$ cat config.mk
export PLATFORM = sky130hd
export DESIGN_NAME = stride_addr_gen
export DESIGN_NICKNAME = d
export VERILOG_FILES = /design/src/rtl/stride_addr_gen.sv
export SDC_FILE = /design/constraint.sdc
export NUM_CORES = 1
export LEC_CHECK = 0
export BUFFER_PORTS_ARGS = -buffer_cell sky130_fd_sc_hd__buf_2
export CAP_MARGIN = 0
export CORE_MARGIN = 2
export CORE_UTILIZATION = 40
export DETAILED_ROUTE_END_ITERATION = 10
export PLACE_DENSITY_LB_ADDON = 0.1
export RECOVER_POWER = 25
export SLEW_MARGIN = 5
export SYNTH_ARGS = -nofsm -noshare
export SYNTH_HDL_FRONTEND = slang
export SYNTH_SLANG_ARGS = --single-unit
$ cat constraint.sdc
create_clock -name clk -period 10.58 [get_ports clk]
set_input_delay 2.116 -clock clk [delete_from_list [all_inputs] [get_ports clk]]
set_output_delay 2.116 -clock clk [all_outputs]
set_load 0.02 [all_outputs]
$ cat src/rtl/stride_addr_gen.sv
module stride_addr_gen #(
  parameter int AW         = 32,
  parameter int LW         = 16,
  parameter int BEAT_BYTES = 8
) (
  input  logic          clk,
  input  logic          rst_n,
  input  logic          start,
  input  logic [AW-1:0] cfg_base,
  input  logic [LW-1:0] cfg_xlen_m1,
  input  logic [LW-1:0] cfg_ylen_m1,
  input  logic [AW-1:0] cfg_stride,
  input  logic          cfg_cyclic,
  output logic          beat_valid,
  input  logic          beat_ready,
  output logic [AW-1:0] beat_addr,
  output logic          done,
  output logic [AW-1:0] cur_addr
);
  localparam logic [LW:0]   COL_STEP  = (LW+1)'(BEAT_BYTES);
  localparam logic [AW-1:0] ADDR_STEP = AW'(BEAT_BYTES);

  logic          busy_q, done_q, cyc_q;
  logic [AW-1:0] addr_q, row_q, base_q, stride_q;
  logic [LW-1:0] xm1_q, ym1_q, col_q, rown_q;

  logic [LW:0] col_next;
  logic        fire, row_end, last_row;

  assign fire     = busy_q & beat_ready;
  assign col_next = {1'b0, col_q} + COL_STEP;
  assign row_end  = col_next > {1'b0, xm1_q};
  assign last_row = rown_q == ym1_q;

  assign beat_valid = busy_q;
  assign beat_addr  = addr_q;
  assign cur_addr   = addr_q;
  assign done       = done_q;

  always_ff @(posedge clk) begin
    if (!rst_n) begin
      busy_q   <= 1'b0;
      done_q   <= 1'b0;
      cyc_q    <= 1'b0;
      addr_q   <= '0;
      row_q    <= '0;
      base_q   <= '0;
      stride_q <= '0;
      xm1_q    <= '0;
      ym1_q    <= '0;
      col_q    <= '0;
      rown_q   <= '0;
    end else begin
      done_q <= 1'b0;
      if (!busy_q) begin
        if (start) begin
          busy_q   <= 1'b1;
          cyc_q    <= cfg_cyclic;
          base_q   <= cfg_base;
          stride_q <= cfg_stride;
          xm1_q    <= cfg_xlen_m1;
          ym1_q    <= cfg_ylen_m1;
          addr_q   <= cfg_base;
          row_q    <= cfg_base;
          col_q    <= '0;
          rown_q   <= '0;
        end
      end else if (fire) begin
        if (!row_end) begin
          addr_q <= addr_q + ADDR_STEP;
          col_q  <= col_next[LW-1:0];
        end else if (!last_row) begin
          addr_q <= row_q + stride_q;
          row_q  <= row_q + stride_q;
          col_q  <= '0;
          rown_q <= rown_q + 1'b1;
        end else if (cyc_q) begin
          addr_q <= base_q;
          row_q  <= base_q;
          col_q  <= '0;
          rown_q <= '0;
        end else begin
          busy_q <= 1'b0;
          done_q <= 1'b1;
        end
      end
    end
  end

  // a stalled beat keeps its address and stays offered
  a_r2_hold_stall: assert property (@(posedge clk) disable iff (!rst_n)
    beat_valid && !beat_ready |=> beat_valid && $stable(beat_addr));

  // completion is a single cycle and never overlaps an offered beat
  a_r6_done_idle: assert property (@(posedge clk) disable iff (!rst_n)
    done |-> !beat_valid);

  a_r6_done_pulse: assert property (@(posedge clk) disable iff (!rst_n)
    done |=> !done);

  // a start during a stalled beat neither aborts nor moves it
  a_r8_start_ignored: assert property (@(posedge clk) disable iff (!rst_n)
    beat_valid && !beat_ready && start |=> beat_valid && $stable(beat_addr));

  // after completion the last address is retained
  a_r9_hold_after_done: assert property (@(posedge clk) disable iff (!rst_n)
    done |-> $stable(cur_addr));

  // a cyclic transfer never finishes
  a_r7_no_done_cyclic: assert property (@(posedge clk) disable iff (!rst_n)
    beat_valid && cyc_q |=> !done);
endmodule

==> impl_metrics.py <==
metrics = {
    "sta": {
        "worst_pin_slew_ns": 1.20,
        "period_needed_ns": 4.79,
        "fmax_mhz": 209,
        "maxSlewHeadroom": 0.194,
        "fin_setup_tns_ns": 0,
        "setup_violations": 0,
        "rsz0062_at_grt": "false",
        "finalHoldViolCount": 0,
        "finClkSkew_ns": 0.0151,
        "final_max_slew_viol_count": 0,
        "layout_worst_path_cycle_share": 0.453,
        "fin_hold_ws_ns": 0.455,
    },
    "floorplan": {
        "die_area_mm2": 0.0288,
        "ios": 167,
        "core-area_mm2": 0.0270,
        "start_util": 0.407,
        "die_y_um": 170,
        "rows": 60,
        "die_w_um": 170,
    },
    "outcome": {
        "status": "finished clean",
    },
    "global_route": {
        "antenna_found_initial": 0,
        "grt_overflow": 0,
        "grt_pass1_wl_mm": 53.9,
        "grt_use_total": 0.237,
        "grt_pass1_vias": 9739,
        "grt_start_max_net_pins": 97,
    },
    "finish": {
        "nets": 1708,
        "syn2layout_area_growth_pct": 11.9,
        "fin_area_mm2": 0.0123,
        "layout-drive-gt1-share": 0.108,
        "nFillCells": 2879,
        "n_antenna_cell": 0,
    },
    "drt": {
        "wl_per_cell_um": 17.8,
        "drcViolationCount": 0,
        "vias_per_cell": 5.55,
        "ant_nets": 0,
        "wl_mm": 34.1,
        "dr.pass1.iters": 7,
        "drtIter0Drc": 926,
        "vias": 10600,
    },
    "placed_design": {
        "portBuffers": 166,
        "dp_hpwl_mm": 23.7,
        "placed_area_mm2": 0.0118,
        "gp_congestion": 0.902,
    },
    "synth": {
        "ys.flop_type": "dfxtp_1",
        "synth_edf_count": 0,
        "ys_warn_count": 0,
        "syn_area_mm2": 0.0110,
        "synth_seq_area_share": 0.350,
        "synth_cells": 1486,
        "syn_area_per_cell_um2": 7.39,
        "synth_nets": 1635,
        "ys_async_sr_fraction": 0,
        "synth_cell_type_count": 66,
        "ys_seq_elements": 192,
    },
    "clocking": {
        "cts_tree": "done",
        "cts_buffers": 17,
        "cts_sinks": 192,
        "cts.hold.buffers_added": 0,
        "post_cts_buffers": 0,
        "cts_buffer_depth": 2,
        "postCtsResizedCells": 0,
        "htreeDepth": 4,
        "cts.clk_slew.worst_paths_ns": 0.07,
        "insertion_delay_ns": 0.44,
        "cts-root-buf": "clkbuf_16",
    },
    "setup_path": {
        "r2r_start": "col_q[5]",
        "worstRegToRegCells": 17,
        "end_kind": "flop",
        "r2r_end": "rown_q[15]",
        "critPathMaxFanout": 46,
        "crit_arrival_ns": 5.15,
        "cp_data_required_time_ns": 10.94,
        "r2r_setup_slack_ns": 5.79,
        "critPathLaunchType": "flop",
        "critPathKind": "flop to flop",
    },
    "power_and_ir_drop": {
        "power_density_mw_per_mm2": 152,
        "peakVddDrop_uv": 92.4,
        "p_leak_nw": 4.96,
    },
    "worst_hold_path": {
        "hp-start": "base_q[0]",
        "min_to": "base_q[0]",
        "hold_depth": 2,
        "hp-class": "flop to flop",
    },
    "job": {
        "drv_cap": 0,
    },
}
per-layer routing:
layer  vias up  part of all wire  track usage
li1       5331                 -            -
met1      4935              0.50        0.353
met2       326              0.43        0.359
met3        33             0.061       0.0338
met4         0             0.016       0.0606
met5         -                 0            0
cell usage in the layout (no fill, tap or decap), types with 7 or more instances in the layout:
cell type	netlist	final
nand2_1	328	327
a21oi_1	214	214
dfxtp_1	192	191
buf_2	4	102
nor2_1	94	94
o21ai_0	75	75
clkbuf_1	84	64
nand3_1	47	47
ha_1	47	47
xor2_1	42	42
inv_1	28	28
xnor2_1	21	21
a31oi_1	22	21
a21o_1	20	20
and3_1	19	19
o211ai_1	19	19
clkbuf_16	0	17
nor3_1	16	16
nor4_1	14	14
buf_4	33	14
nand4_1	13	13
a211oi_1	12	12
mux2i_1	9	9
or3_1	8	8
nor3b_1	8	8
and2_1	7	7
logic make-up after synthesis:
group,after synthesis,share of synthesized area
simple gates,582,0.233
compound gates,433,0.235
flops,192,0.350
buf+inv,156,0.0651
xor+xnor,63,0.0503
fa+ha+maj,48,0.0554
mux,12,0.0113
critical path, stage by stage (launching register included):
cell	delay [ns]
dfxtp_1	0.41
and3_1	0.25
and3_4	0.23
and3_1	0.23
and3_1	0.24
nand3_1	0.11
xnor2_1	0.17
ha_1	0.31
nand3_1	0.11
nor4_1	0.39
a221oi_1	0.13
o2111a_1	0.28
o41ai_4	0.37
buf_4	0.52
and2_1	0.33
nand3_2	0.13
or3_1	0.36
a21oi_1	0.14
Yosys cell counts, drive strengths merged (5+ instances only):
master / instances / area [µm²]
nand4b: 5 / 43.8
nand4: 13 / 81.3
nor3: 16 / 80.1
and3: 20 / 130
clkbuf: 84 / 315
nand3: 48 / 245
nor4: 14 / 87.6
a21o: 20 / 150
nor2: 94 / 353
xnor2: 21 / 184
or3: 8 / 50.1
ha: 47 / 588
xor2: 42 / 368
mux2i: 9 / 90.1
a211oi: 12 / 90.1
a41oi: 6 / 52.6
inv: 30 / 113
nor3b: 8 / 60.1
a21oi: 214 / 1070
nor2b: 5 / 31.3
and2: 7 / 43.8
o211ai: 19 / 143
nand2: 328 / 1230
a311oi: 6 / 52.6
buf: 42 / 287
dfxtp: 192 / 3840
o21bai: 5 / 37.5
o21ai: 77 / 385
a31oi: 22 / 138
o31ai: 5 / 37.5
nand3b: 6 / 45.0
sequential cells by signal (all words and copies together) (netlist names):
| name | count |
|---|---|
| beat_valid | 1 |
| ym1_q | 16 |
| row_q | 32 |
| base_q | 32 |
| done | 1 |
| xm1_q | 16 |
| beat_addr | 32 |
| cyc_q | 1 |
| rown_q | 16 |
| col_q | 13 |
| stride_q | 32 |
metrics by stage:
| stage | worst slack (ns) | total power [mW] | util | cells |
|---|---|---|---|---|
| after floorplan | 6.58 | 1.10 | - | 1486 |
| after global placement | 5.80 | 1.22 | 0.437 | 1881 |
| after detailed placement | 5.76 | 1.22 | 0.437 | 1881 |
| after CTS | 5.81 | 1.89 | 0.459 | 1913 |
| after global routing | 5.38 | 1.96 | 0.456 | 1913 |
| final | 5.79 | 1.87 | 0.456 | 1913 |
how the worst max path moves through the flow:
stage	cells after the start	from	end	slack, ns
after detailed placement	9	start	beat_addr[13]	5.76
after floorplan	18	col_q[5]	rown_q[15]	6.58
after global placement	9	start	beat_addr[13]	5.80
after global routing	17	col_q[3]	rown_q[15]	5.38
after CTS	17	col_q[5]	rown_q[15]	5.81
final	17	col_q[5]	rown_q[15]	5.79
layout make-up:
| class | instances | area [µm²] | share of cell area |
|---|---|---|---|
| Multi-Input combinational cell | 1138 | 6450 | 0.525 |
| Sequential cell | 192 | 3840 | 0.313 |
| Timing Repair Buffer | 180 | 856 | 0.0697 |
| Clock buffer | 18 | 439 | 0.0357 |
| Tap cell | 341 | 427 | 0.0347 |
| Clock inverter | 14 | 150 | 0.0122 |
| Inverter | 30 | 115 | 0.00937 |
power breakdown:
group	switching, mW	total [mW]	internal (mW)
logic	0.261	0.389	0.128
clock network	0.307	0.665	0.358
registers	0.0474	0.815	0.768
total	0.615	1.87	1.25
(Power assumes the default switching activity.)
